==> config.mk <==
export PLATFORM = sky130hd
export DESIGN_NAME = access_splitter
export DESIGN_NICKNAME = d
export VERILOG_FILES = /design/src/rtl/access_splitter_pkg.sv /design/src/rtl/access_splitter_classify.sv /design/src/rtl/access_splitter_step.sv /design/src/rtl/access_splitter_gather.sv /design/src/rtl/access_splitter.sv
export SDC_FILE = /design/constraint.sdc
export NUM_CORES = 1
export LEC_CHECK = 0
export ABC_AREA = 1
export BUFFER_PORTS_ARGS = -buffer_cell sky130_fd_sc_hd__buf_2
export CAP_MARGIN = 10
export CELL_PAD_IN_SITES_DETAIL_PLACEMENT = 0
export CELL_PAD_IN_SITES_GLOBAL_PLACEMENT = 1
export CORE_MARGIN = 10
export CORE_UTILIZATION = 36
export CTS_CLUSTER_DIAMETER = 120
export DETAILED_ROUTE_END_ITERATION = 6
export PLACE_DENSITY = 0.94
export SLEW_MARGIN = 20
export SYNTH_ARGS = -nofsm -noshare
export SYNTH_HDL_FRONTEND = slang
export SYNTH_HIERARCHICAL = 1
export SYNTH_SLANG_ARGS = --single-unit
==> constraint.sdc <==
create_clock -name clk -period 4.3 [get_ports clk]
set_clock_uncertainty 0.1 [all_clocks]
set_input_delay 0.86 -clock clk [delete_from_list [all_inputs] [get_ports clk]]
set_output_delay 0.86 -clock clk [all_outputs]
set_load 0.1 [all_outputs]
==> src/rtl/access_splitter_pkg.sv <==
package access_splitter_pkg;

    localparam int ADDR_W  = 32;
    localparam int DATA_W  = 32;
    localparam int LANES   = DATA_W / 8;
    localparam int IDX_W   = $clog2(LANES);
    localparam int LEN_W   = IDX_W + 1;
    localparam int GATE_BIT = 20;

    typedef enum logic [1:0] {
        ST_IDLE = 2'd0,
        ST_FAST = 2'd1,
        ST_BYTE = 2'd2,
        ST_DONE = 2'd3
    } seq_state_e;

    typedef struct packed {
        logic [ADDR_W-1:0] addr;
        logic [LEN_W-1:0]  len;
        logic              write;
        logic [DATA_W-1:0] wdata;
        logic              gate_on;
    } acc_req_t;

    // Clear the gated address bit when the gate enable is low.
    function automatic logic [ADDR_W-1:0] gate_addr(input logic [ADDR_W-1:0] a,
                                                    input logic on);
        logic [ADDR_W-1:0] m;
        m = a;
        if (!on) m[GATE_BIT] = 1'b0;
        return m;
    endfunction

    // One bit per lane, set for lanes below the access length.
    function automatic logic [LANES-1:0] lanes_used(input logic [LEN_W-1:0] n);
        logic [LANES-1:0] m;
        for (int k = 0; k < LANES; k++) m[k] = (k < int'(n));
        return m;
    endfunction

endpackage

==> src/rtl/access_splitter_classify.sv <==
module access_splitter_classify
    import access_splitter_pkg::*;
#(
    parameter logic [ADDR_W:0]   MEM_SIZE = 33'h0_0020_0000,
    parameter logic [ADDR_W-1:0] WIN_LO   = 32'h0008_0000,
    parameter logic [ADDR_W-1:0] WIN_HI   = 32'h000F_FFFF
) (
    input  logic [ADDR_W-1:0] addr,
    input  logic [LEN_W-1:0]  len,
    input  logic              gate_on,
    output logic [ADDR_W-1:0] base,
    output logic              fast
);
    logic [ADDR_W:0]  end_sum;
    logic [LEN_W-1:0] len_m1;
    logic             fits;
    logic             in_win;
    logic             pow2;
    logic             aligned;

    always_comb begin
        base    = gate_addr(addr, gate_on);
        end_sum = {1'b0, base} + (ADDR_W+1)'(len);
        fits    = (end_sum <= MEM_SIZE);
        in_win  = (base >= WIN_LO) && (base <= WIN_HI);
        len_m1  = len - LEN_W'(1);
        pow2    = ((len & len_m1) == '0) && (len > LEN_W'(1));
        aligned = (({1'b0, base[IDX_W-1:0]} & len_m1) == '0);
        fast    = fits && !in_win && pow2 && aligned;
    end

endmodule

==> src/rtl/access_splitter_step.sv <==
module access_splitter_step
    import access_splitter_pkg::*;
#(
    parameter logic [ADDR_W:0] MEM_SIZE = 33'h0_0020_0000
) (
    input  logic [ADDR_W-1:0] orig_addr,
    input  logic [IDX_W-1:0]  idx,
    input  logic              gate_on,
    output logic [ADDR_W-1:0] byte_addr,
    output logic              live
);
    logic [ADDR_W-1:0] raw;

    always_comb begin
        raw       = orig_addr + ADDR_W'(idx);
        byte_addr = gate_addr(raw, gate_on);
        live      = ({1'b0, byte_addr} < MEM_SIZE);
    end

endmodule

==> src/rtl/access_splitter_gather.sv <==
module access_splitter_gather
    import access_splitter_pkg::*;
(
    input  logic              clk,
    input  logic              rst,
    input  logic              clr,
    input  logic              word_ld,
    input  logic [DATA_W-1:0] word_data,
    input  logic [LEN_W-1:0]  len,
    input  logic              byte_ld,
    input  logic [IDX_W-1:0]  idx,
    input  logic [7:0]        byte_data,
    output logic [DATA_W-1:0] rdata
);
    logic [LANES-1:0] used;

    always_comb used = lanes_used(len);

    for (genvar g = 0; g < LANES; g++) begin : g_lane
        logic [7:0] lane_q;

        always_ff @(posedge clk) begin
            if (rst || clr) begin
                lane_q <= '0;
            end else if (word_ld && used[g]) begin
                lane_q <= word_data[8*g +: 8];
            end else if (byte_ld && (idx == IDX_W'(g))) begin
                lane_q <= byte_data;
            end
        end

        assign rdata[8*g +: 8] = lane_q;
    end

endmodule

==> src/rtl/access_splitter.sv <==
module access_splitter
    import access_splitter_pkg::*;
#(
    parameter logic [ADDR_W:0]   MEM_SIZE = 33'h0_0020_0000,
    parameter logic [ADDR_W-1:0] WIN_LO   = 32'h0008_0000,
    parameter logic [ADDR_W-1:0] WIN_HI   = 32'h000F_FFFF
) (
    input  logic              clk,
    input  logic              rst,
    input  logic              req_valid,
    output logic              req_ready,
    input  logic [ADDR_W-1:0] req_addr,
    input  logic [LEN_W-1:0]  req_len,
    input  logic              req_write,
    input  logic [DATA_W-1:0] req_wdata,
    input  logic              a20_en,
    output logic              word_valid,
    input  logic              word_ack,
    output logic [ADDR_W-1:0] word_addr,
    output logic [LEN_W-1:0]  word_len,
    output logic              word_write,
    output logic [DATA_W-1:0] word_wdata,
    input  logic [DATA_W-1:0] word_rdata,
    output logic              byte_valid,
    input  logic              byte_ack,
    output logic [ADDR_W-1:0] byte_addr,
    output logic              byte_write,
    output logic [7:0]        byte_wdata,
    input  logic [7:0]        byte_rdata,
    output logic              acc_done,
    output logic [DATA_W-1:0] acc_rdata
);
    seq_state_e        state_q;
    acc_req_t          cur_q;
    logic [ADDR_W-1:0] base_q;
    logic [IDX_W-1:0]  idx_q;

    logic [ADDR_W-1:0] in_base;
    logic              in_fast;
    logic [ADDR_W-1:0] step_addr;
    logic              step_live;
    logic              accept;
    logic              byte_step;
    logic              last_byte;
    logic [LEN_W-1:0]  len_m1;
    acc_req_t          in_req;

    // Decide the path for the incoming request.
    access_splitter_classify #(
        .MEM_SIZE (MEM_SIZE),
        .WIN_LO   (WIN_LO),
        .WIN_HI   (WIN_HI)
    ) u_classify (
        .addr    (req_addr),
        .len     (req_len),
        .gate_on (a20_en),
        .base    (in_base),
        .fast    (in_fast)
    );

    // Address and range of the current byte of the latched request.
    access_splitter_step #(
        .MEM_SIZE (MEM_SIZE)
    ) u_step (
        .orig_addr (cur_q.addr),
        .idx       (idx_q),
        .gate_on   (cur_q.gate_on),
        .byte_addr (step_addr),
        .live      (step_live)
    );

    always_comb begin
        in_req.addr    = req_addr;
        in_req.len     = req_len;
        in_req.write   = req_write;
        in_req.wdata   = req_wdata;
        in_req.gate_on = a20_en;
        accept    = req_valid && (state_q == ST_IDLE);
        len_m1    = cur_q.len - LEN_W'(1);
        last_byte = ({1'b0, idx_q} == len_m1);
        // A byte outside memory needs no acknowledge.
        byte_step = (state_q == ST_BYTE) && (!step_live || byte_ack);
    end

    always_ff @(posedge clk) begin
        if (rst) begin
            state_q <= ST_IDLE;
            cur_q   <= '0;
            base_q  <= '0;
            idx_q   <= '0;
        end else begin
            unique case (state_q)
                ST_IDLE: begin
                    if (req_valid) begin
                        cur_q   <= in_req;
                        base_q  <= in_base;
                        idx_q   <= '0;
                        state_q <= in_fast ? ST_FAST : ST_BYTE;
                    end
                end
                ST_FAST: begin
                    if (word_ack) state_q <= ST_DONE;
                end
                ST_BYTE: begin
                    if (byte_step) begin
                        if (last_byte) state_q <= ST_DONE;
                        else           idx_q   <= idx_q + IDX_W'(1);
                    end
                end
                ST_DONE: state_q <= ST_IDLE;
                default: state_q <= ST_IDLE;
            endcase
        end
    end

    access_splitter_gather u_gather (
        .clk       (clk),
        .rst       (rst),
        .clr       (accept),
        .word_ld   ((state_q == ST_FAST) && word_ack && !cur_q.write),
        .word_data (word_rdata),
        .len       (cur_q.len),
        .byte_ld   (byte_step && !cur_q.write),
        .idx       (idx_q),
        .byte_data (step_live ? byte_rdata : 8'hFF),
        .rdata     (acc_rdata)
    );

    always_comb begin
        req_ready  = (state_q == ST_IDLE);
        word_valid = (state_q == ST_FAST);
        word_addr  = base_q;
        word_len   = cur_q.len;
        word_write = cur_q.write;
        word_wdata = cur_q.wdata;
        byte_valid = (state_q == ST_BYTE) && step_live;
        byte_addr  = step_addr;
        byte_write = cur_q.write;
        byte_wdata = cur_q.wdata[8*idx_q +: 8];
        acc_done   = (state_q == ST_DONE);
    end

endmodule

==> impl_metrics.env, run 1 <==
export IMPL_outcome="complete, no violations"
export IMPL_htreeDepth=4
export IMPL_critPathKind="flip-flop to output pin"
export IMPL_grt_pass1_vias=8527
export IMPL_netlist_instances=1371
export IMPL_core_area_um2=23610
export IMPL_min_period_ns=4.019
export IMPL_path_cells="ha_1 > inv_1 > fa_1 > nor2_4 > nand2_2 > nor2_4 > nand2_1 > nand2_1 > nand2_1 > nor2_1 > nand3_1 > nor2_1 > nand2_1 > inv_1 > buf_12"
export IMPL_critPathRequiredTime_ns=3.34
export IMPL_crit_arrival_ns=3.06
export IMPL_boundaryPins=259
export IMPL_synth_warnings=6
export IMPL_synth_area_leader_cell="dfxtp_1"
export IMPL_grt_max_degree=104
export IMPL_grt_pass1_wl_mm=45.83
export IMPL_cp_top_family="simple AND/OR/NAND/NOR gates"
export IMPL_initial_core_util=0.3671
export IMPL_rows=56
export IMPL_globalRouteTotalUtil=0.1845
export IMPL_power_density_nw_per_um2=633.2
export IMPL_critPathBufInv=3
export IMPL_ys_top_cells_by_area="dfxtp_1, nor2_1, nand2_1, o21ai_0, buf_4"
export IMPL_max_vdd_ir_drop_uv=269.1
export IMPL_ctsResizeCount=0
export IMPL_rsz0062_at_grt="no"
export IMPL_cts_root_buffer="clkbuf_16"
export IMPL_syn_area_um2=8668
export IMPL_synth_seq_area_share=0.3164
export IMPL_final_util=0.4354
export IMPL_synth_cell_types=36
export IMPL_synth_area_per_cell_um2=6.323
export IMPL_async_reset_ff_frac=0
export IMPL_p_leak_nw=5.006
export IMPL_port_buffers=258
export IMPL_post_dp_hpwl_mm=22.91
export IMPL_dieArea_um2=30680
export IMPL_clk_insertion_delay_late_ns=0.42
export IMPL_clock_sinks=137
export IMPL_drive_above_1_share=0.2342
export IMPL_clk_pin_slew_ns=0.06
export IMPL_hold_viol=0
export IMPL_vias_per_cell=4.883
export IMPL_crit_top_cell="nand2_1"
export IMPL_tightest_slew_ns=1.053
export IMPL_max_freq_mhz=248.8
export IMPL_max_stage_delay_ns=0.43
export IMPL_drv_slew=0
export IMPL_hold_buffers=0
export IMPL_cp_slowest_cell="fa_1"
export IMPL_grt_overflow=0
export IMPL_maxCapViolCount=0
export IMPL_start_kind="flip-flop"
export IMPL_syn_nets=1501
export IMPL_multiInputGateArea_um2=4747
export IMPL_place_gp_congestion=0.9286
export IMPL_finalNetCount=1672
export IMPL_finalCritPeriodShare=0.9346
export IMPL_setup_viol=0
export IMPL_synth_edff_count=0
export IMPL_first_iter_violations=800
export IMPL_critPathMaxFanout=4
export IMPL_flow_area_growth_from_synthesis_pct=18.61
export IMPL_routed_wl_mm=29.84
export IMPL_place_area_um2=9709
export IMPL_antenna_found_initial=2
export IMPL_cts_tree="yes"
export IMPL_vias=9150
export IMPL_slew_headroom=0.2980
export IMPL_clockBufferDepth=2
export IMPL_ys_flop_type="dfxtp_1"
export IMPL_final_antenna_net_count=0
export IMPL_post_cts_buffers=0
export IMPL_fin_setup_tns_ns=0
export IMPL_yosysTopAreaCellShare=0.3164
export IMPL_drtPass1Iterations=6
export IMPL_drt_wirelength_per_cell_um=15.92
export IMPL_die_h_um=175.2
export IMPL_route_detailed_drc=0
export IMPL_num_fill_cells=2542
export IMPL_hp_class="flip-flop to flip-flop"
export IMPL_endpoint_kind="output pin"
export IMPL_cts_buffers=17
export IMPL_ys_ff_latch=137
export IMPL_final_seq_area_um2=2743
export IMPL_final_area_um2=10280
export IMPL_die_x_um=175.2
metrics by stage:
step	std cells	power, mW	hold WS (ns)	setup WS, ns
2_1_floorplan	1371	4.573	0.3554	0.005950
3_3_place_gp	1842	5.077	0.3515	0.7029
3_5_place_dp	1842	5.100	0.3588	0.6477
4_1_cts	1873	6.563	0.3685	0.1915
5_1_grt	1873	6.841	0.3846	0.04243
6_report	1874	6.510	0.3678	0.2813
cells in the mapped netlist, types with 12 or more instances:
cell type / instances
dfxtp_1: 137
buf_4: 75
buf_2: 17
nand2_1: 272
nand3_1: 62
nor2_1: 344
nand2_2: 19
nand4_1: 20
xor2_1: 14
nor3_1: 19
inv_1: 102
a21oi_1: 31
ha_1: 14
nor2_2: 12
o21ai_0: 141
flip-flops by register name (all words and copies together), names as in the netlist:
register / flops
byte_write: 1
word_len: 3
state_q: 2
word_wdata: 32
idx_q: 2
u_gather/g_lane.lane_q: 32
cur_q: 33
word_addr: 32
cell families after synthesis:
group,Yosys count,share of synthesized area
AND/OR/NAND/NOR,786,0.3902
buffers and inverters,224,0.1360
AO/OA/AOI/OAI,185,0.1094
flip-flops,137,0.3164
XOR/XNOR,23,0.02324
adder cells (fa/ha/maj),16,0.02483
worst min-delay path: stages (launching register included):
cell	delay, ns
dfxtp_1	0.31
nand2_1	0.06
a21oi_1	0.05
power breakdown:
part           internal (mW)  switching [mW]  total [mW]
registers               1.50           0.198        1.69
clock network          0.866           0.582        1.45
logic                  0.582            2.79        3.37
total                   2.94            3.57        6.51
final cells by class:
class	count	area share
diodes	1	0.0002434
well taps	319	0.03882
repair buffers	264	0.1358
clock inverters	11	0.01193
clock buffers	20	0.04345
inverters	112	0.04126
flip-flops and latches	137	0.2668
multi-input cells	1010	0.4617
cells in the final DEF (no fill, tap or decap), types with 9 or more instances in the layout:
cell type,Yosys,final
a21oi_1,31,31
nor2_1,344,344
nand3_1,62,62
inv_1,102,102
nand4_1,20,20
nand3b_1,9,9
nand2_2,19,19
xor2_1,14,14
xnor2_1,9,9
nor2_2,12,12
clkbuf_16,0,17
dfxtp_1,137,137
buf_2,17,254
nand2_1,272,272
nor3_1,19,19
o21ai_0,141,141
ha_1,14,14
per-layer routing:
layer | global-route usage | part of all wire | vias up
met2 | 0.2916 | 0.46 | 306
met5 | 0 | 0.00044 | -
met1 | 0.2390 | 0.45 | 4177
li1 | - | - | 4627
met4 | 0.05970 | 0.017 | 2
met3 | 0.04850 | 0.072 | 38
path summary, 6_finish.rpt:
kind,cells past startpoint,slack [ns],end,startpoint
worst max register to register,19,0.87,u_gather/g_lane[3].lane_q[4],idx_q[0]
worst max-delay path,15,0.28,byte_valid,idx_q[0]
worst min register to register,2,0.37,u_gather/g_lane[3].lane_q[6],u_gather/g_lane[3].lane_q[6]
worst min-delay path,2,0.37,u_gather/g_lane[3].lane_q[6],u_gather/g_lane[3].lane_q[6]
Power figures use the tool's default switching activity.
==> run 2, diff against run 1 <==
- CTS_CLUSTER_SIZE: not set -> 30
- RECOVER_POWER: not set -> 50
==> run 2 against run 1 <==
- the flow now finishes with violations (max-capacitance violations, max-slew violations)
- global-route usage is the same
- sequential power about the same
- clock power barely moved
- via count is 0.54% higher
- clock-buffer cell count unchanged
- register-to-register slack barely moved
- total power shrank 0.32%
==> impl_metrics.env, run 2 (synthesized netlist as in run 1, its figures left out) <==
export IMPL_violations="max-capacitance violations, max-slew violations"
export IMPL_routed_wl_mm=29.75
export IMPL_grt_pass1_wl_mm=45.83
export IMPL_antenna_found_initial=2
export IMPL_endpoint_kind="output pin"
export IMPL_crit_arrival_ns=3.06
export IMPL_fin_hold_ws_ns=0.3705
export IMPL_max_freq_mhz=248.8
export IMPL_num_fill_cells=2590
export IMPL_die_x_um=175.2
export IMPL_reg2reg_slack_ns=0.86
export IMPL_max_stage_delay_ns=0.43
export IMPL_initial_core_util=0.3671
export IMPL_finalCritPeriodShare=0.9348
export IMPL_hold_viol=0
export IMPL_ctsResizeCount=0
export IMPL_first_iter_violations=835
export IMPL_post_dp_hpwl_mm=22.91
export IMPL_power_density_nw_per_um2=638.6
export IMPL_startpoint="idx_q[0]"
export IMPL_max_vdd_ir_drop_uv=269.1
export IMPL_cts_tree="yes"
export IMPL_cp_num_cells=15
export IMPL_top_register="cur_q"
export IMPL_largest_register_ffs=33
export IMPL_drive_above_1_share=0.1750
export IMPL_critPathMaxFanout=4
export IMPL_clockBufferDepth=2
export IMPL_rows=56
export IMPL_setup_viol=0
export IMPL_drtPass1Iterations=6
export IMPL_cts_buffers=17
export IMPL_vias_per_cell=4.909
export IMPL_path_cells="ha_1 > inv_1 > fa_1 > nor2_4 > nand2_2 > nor2_4 > nand2_1 > nand2_1 > nand2_1 > nor2_1 > nand3_1 > nor2_1 > nand2_1 > inv_1 > buf_12"
export IMPL_crit_top_cell="nand2_1"
export IMPL_critPathBufInv=3
export IMPL_vias=9199
export IMPL_clock_sinks=137
export IMPL_finalNetCount=1672
export IMPL_cp_slowest_cell="fa_1"
export IMPL_drv_slew=100
export IMPL_final_cell_mix="nor2_1, nand2_1, buf_2, o21ai_0, dfxtp_1"
export IMPL_fin_setup_tns_ns=0
export IMPL_place_area_um2=9709
export IMPL_globalRouteTotalUtil=0.1845
export IMPL_worst_r2r_startpoint="idx_q[0]"
export IMPL_tightest_slew_ns=2.057
export IMPL_critPathKind="flip-flop to output pin"
export IMPL_rr_endpoint="u_gather/g_lane[3].lane_q[4]"
export IMPL_port_buffers=258
export IMPL_mostFrequentLayoutCell="nor2_1"
export IMPL_outcome="complete, but fails checks"
export IMPL_hp_class="flip-flop to flip-flop"
export IMPL_core_area_um2=23610
export IMPL_start_kind="flip-flop"
export IMPL_flow_area_growth_from_synthesis_pct=17.23
export IMPL_grt_pass1_vias=8527
export IMPL_post_cts_buffers=0
export IMPL_maxCapViolCount=1
export IMPL_final_antenna_net_count=0
export IMPL_die_h_um=175.2
export IMPL_grt_overflow=0
export IMPL_final_area_um2=10160
export IMPL_route_detailed_drc=0
export IMPL_place_gp_congestion=0.9286
export IMPL_p_leak_nw=4.640
export IMPL_htreeDepth=4
export IMPL_cts_root_buffer="clkbuf_16"
export IMPL_endpoint="byte_valid"
export IMPL_clk_insertion_delay_late_ns=0.42
export IMPL_boundaryPins=259
export IMPL_cp_top_family="simple AND/OR/NAND/NOR gates"
export IMPL_hold_buffers=0
export IMPL_rsz0062_at_grt="no"
export IMPL_dieArea_um2=30680
export IMPL_clk_pin_slew_ns=0.06
export IMPL_hp_start="u_gather/g_lane[3].lane_q[5]"
export IMPL_r2r_cells=19
export IMPL_critPathRequiredTime_ns=3.34
export IMPL_slew_headroom=-0.3713
export IMPL_drt_wirelength_per_cell_um=15.87
export IMPL_grt_max_degree=104
export IMPL_min_period_ns=4.020
==> run 2: how the worst min path moves through the flow <==
stage | endpoint | slack [ns] | cells past startpoint
floorplan | cur_q[0] | 0.36 | 2
global placement | u_gather/g_lane[3].lane_q[3] | 0.35 | 2
detailed placement | u_gather/g_lane[3].lane_q[6] | 0.36 | 2
CTS | u_gather/g_lane[3].lane_q[6] | 0.37 | 2
global route | u_gather/g_lane[3].lane_q[7] | 0.39 | 2
finish | u_gather/g_lane[3].lane_q[5] | 0.37 | 2
==> run 2: layout make-up <==
type / count / area, um^2 / area share
Multi-Input combinational cell: 1010 / 4745 / 0.4669
Sequential cell: 137 / 2743 / 0.2699
Timing Repair Buffer: 264 / 1280 / 0.1260
Clock buffer: 20 / 446.7 / 0.04395
Inverter: 112 / 424.2 / 0.04174
Tap cell: 319 / 399.1 / 0.03928
Clock inverter: 11 / 122.6 / 0.01207
Antenna cell: 1 / 2.502 / 0.0002462
==> run 2: layer usage <==
layer  wire length [um]  track usage  share of wire  vias to the layer above
met5                 13            0        0.00044                        -
met4                570      0.05970          0.019                        2
met3               2137      0.04850          0.072                       42
met2              13550       0.2916           0.46                      341
met1              13480       0.2390           0.45                     4181
li1                   -            -              -                     4633
==> run 2: report_power, final <==
group | internal, mW | total, mW | switching [mW]
registers | 1.50 | 1.70 | 0.201
logic | 0.561 | 3.35 | 2.79
clock network | 0.866 | 1.45 | 0.580
total | 2.92 | 6.49 | 3.57
==> run 2: through the flow <==
step                instances  utilization  power (mW)  setup slack (ns)
finish                   1874       0.4304       6.490            0.2804
global route             1873       0.4303       6.824           0.04243
CTS                      1873       0.4353       6.563            0.1915
detailed placement       1842       0.4112       5.100            0.6477
global placement         1842       0.4112       5.077            0.7029
floorplan                1371            -       4.573          0.005950
==> run 2: worst register-to-register path, stage by stage, from the launching register on <==
cell      delay, ns
dfxtp_1        0.34
ha_1           0.17
inv_1          0.06
fa_1           0.43
nor2_4         0.23
nand2_2        0.14
nor2_4         0.13
nand2_1        0.06
nand2_1        0.06
nand2_1        0.06
nor2_1         0.11
nand3_1        0.10
nor2_1         0.31
a211oi_1       0.13
buf_4          0.19
nand3_1        0.16
nand2_1        0.15
inv_1          0.22
nand2_1        0.08
a21oi_1        0.14
==> run 3, diff against run 2 <==
- CORE_UTILIZATION: 36 -> 35
- PLACE_DENSITY: 0.94 -> 0.92
- clock period: 4.3 -> 3.7 ns (I/O delays scaled with it)
==> run 3 against run 2 <==
- the flow still finishes with violations (max-capacitance violations, max-slew violations)
- routed wire length up 1.9%
- sequential cell count unchanged
- clock power up 21%
- total power up 20%
- sequential power up 16%
- clock-buffer cell count down 2
- die area up 2.5%
- sequential share of layout area down 1.0 points
- critical endpoint unchanged
- largest power group unchanged
==> impl_metrics.env, run 3 (synthesized netlist as in run 1, its figures left out) <==
export IMPL_hp_start="u_gather/g_lane[2].lane_q[4]"
export IMPL_clk_pin_slew_ns=0.06
export IMPL_power_density_nw_per_um2=736.8
export IMPL_setup_viol=0
export IMPL_port_buffers=258
export IMPL_flow_area_growth_from_synthesis_pct=21.88
export IMPL_cp_top_family="simple AND/OR/NAND/NOR gates"
export IMPL_critPathRequiredTime_ns=2.86
export IMPL_whs_path_depth=2
export IMPL_crit_arrival_ns=2.70
export IMPL_max_vdd_ir_drop_uv=320.8
export IMPL_top_register="cur_q"
export IMPL_max_stage_delay_ns=0.39
export IMPL_start_kind="flip-flop"
export IMPL_m1WireLength_mm=13.70
export IMPL_htreeDepth=4
export IMPL_clockBufferDepth=2
export IMPL_globalRouteTotalUtil=0.1843
export IMPL_largest_register_ffs=33
export IMPL_core_area_um2=24320
export IMPL_critPathKind="flip-flop to output pin"
export IMPL_critPathMaxFanout=5
export IMPL_finalNetCount=1678
export IMPL_fin_setup_tns_ns=0
export IMPL_max_freq_mhz=282.3
export IMPL_reg2reg_slack_ns=0.33
export IMPL_outcome="complete, but fails checks"
export IMPL_die_x_um=177.4
export IMPL_die_h_um=177.4
export IMPL_grt_pass1_wl_mm=46.55
export IMPL_cp_slowest_cell="fa_2"
export IMPL_hold_buffers=0
export IMPL_final_antenna_net_count=0
export IMPL_worst_r2r_startpoint="cur_q[37]"
export IMPL_maxCapViolCount=1
export IMPL_hp_class="flip-flop to flip-flop"
export IMPL_met2_length_mm=13.55
export IMPL_finalCritPeriodShare=0.9575
export IMPL_antenna_found_initial=3
export IMPL_p_leak_nw=4.726
export IMPL_place_area_um2=9985
export IMPL_fin_ws_ns=0.1574
export IMPL_endpoint_kind="output pin"
export IMPL_boundaryPins=259
export IMPL_final_area_um2=10570
export IMPL_critPathBufInv=3
export IMPL_post_place_ws_ns=0.2050
export IMPL_cts_buffers=17
export IMPL_drv_slew=100
export IMPL_vias=9082
export IMPL_clk_insertion_delay_late_ns=0.41
export IMPL_cts_root_buffer="clkbuf_16"
export IMPL_post_dp_hpwl_mm=23.52
export IMPL_grt_max_degree=104
export IMPL_rows=57
export IMPL_hold_viol=0
export IMPL_slew_headroom=-0.3806
export IMPL_mostFrequentLayoutCell="nor2_1"
export IMPL_min_period_ns=3.543
export IMPL_wl_met3_mm=2.305
export IMPL_top_layer_used="met5"
export IMPL_path_cells="ha_4 > inv_1 > fa_2 > nor2_4 > nand2_4 > nor2_4 > nand2_1 > nand2_1 > nand2_2 > nor2_2 > nand3_2 > nor2_4 > nand2_2 > clkinvlp_4 > buf_12"
export IMPL_initial_core_util=0.3564
export IMPL_violations="max-capacitance violations, max-slew violations"
export IMPL_crit_top_cell="nor2_4"
export IMPL_final_cell_mix="nor2_1, nand2_1, buf_2, o21ai_0, dfxtp_1"
export IMPL_tightest_slew_ns=2.071
export IMPL_drt_wirelength_per_cell_um=16.06
export IMPL_routed_wl_mm=30.32
export IMPL_first_iter_violations=668
export IMPL_grt_pass1_vias=8598
export IMPL_hold_end="u_gather/g_lane[2].lane_q[4]"
export IMPL_dieArea_um2=31460
export IMPL_place_gp_congestion=0.8837
export IMPL_route_detailed_drc=0
export IMPL_r2r_cells=21
export IMPL_vias_per_cell=4.810
export IMPL_rr_endpoint="u_gather/g_lane[3].lane_q[6]"
export IMPL_drtPass1Iterations=7
export IMPL_cts_tree="yes"
export IMPL_grt_overflow=0
export IMPL_drive_above_1_share=0.1915
export IMPL_clock_sinks=137
run 3: changes by cell type in the layout (fill, tap and decap cells not counted), moves of 4 or more:
cell / previous run / this run
buf_2: 163 / 143
nor2_1: 344 / 337
nand2_1: 273 / 269
buf_4: 5 / 11
nor2_2: 12 / 17
buf_12: 4 / 19
run 3: timing repair:
action                     4_1_cts  5_1_grt
resized for setup                4       15
buffers inserted                 1        4
setup endpoints to repair        1        1
pin swaps                        2       13
run 3: layer usage:
layer / global-route usage / up-vias
li1: - / 4631
met1: 0.2422 / 4096
met2: 0.2849 / 310
met3: 0.04909 / 43
met4: 0.06565 / 2
met5: 0 / -
run 3: area by class of cell:
type,instances,area (um^2)
Fill cell,2644,13750
Multi-Input combinational cell,1010,4835
Sequential cell,137,2745
Timing Repair Buffer,270,1544
Clock buffer,18,439.2
Inverter,112,427.9
Tap cell,324,405.4
Clock inverter,14,161.4
Antenna cell,3,7.507
run 3: how the worst max path moves through the flow:
stage / start / endpoint / slack, ns / cells past startpoint
finish: cur_q[37] / byte_valid / 0.16 / 15
floorplan: idx_q[0] / byte_addr[8] / -0.11 / 6
detailed placement: cur_q[37] / byte_valid / 0.21 / 15
global placement: cur_q[37] / byte_valid / 0.24 / 15
CTS: cur_q[37] / byte_valid / 0.02 / 15
global route: cur_q[37] / byte_valid / -0.01 / 15
run 3: worst reg2reg max path, delay by kind of cell, from the launching register on:
| kind | cells | cell delay, ns |
|---|---|---|
| AOI/OAI and AO/OA | 2 | 0.21 |
| adders and majority gates | 2 | 0.52 |
| buffers and inverters | 5 | 0.70 |
| DFF | 1 | 0.35 |
| and+or+nand+nor | 12 | 1.39 |
run 3: metrics by stage:
stage,cells,util,hold slack (ns),total power [mW]
global route,1887,0.4343,0.3833,8.172
global placement,1848,0.4106,0.3516,6.037
CTS,1881,0.4362,0.3670,7.850
detailed placement,1848,0.4106,0.3567,6.066
finish,1888,0.4344,0.3734,7.785
floorplan,1371,-,0.3554,5.323
run 3: power by group:
part           switching [mW]  total (mW)  leakage (nW)  internal [mW]
Combinational            3.27        4.04          3.31          0.769
Sequential              0.242        1.98          1.13           1.74
Clock                   0.733        1.76         0.290           1.03
Total                    4.25        7.78          4.73           3.54
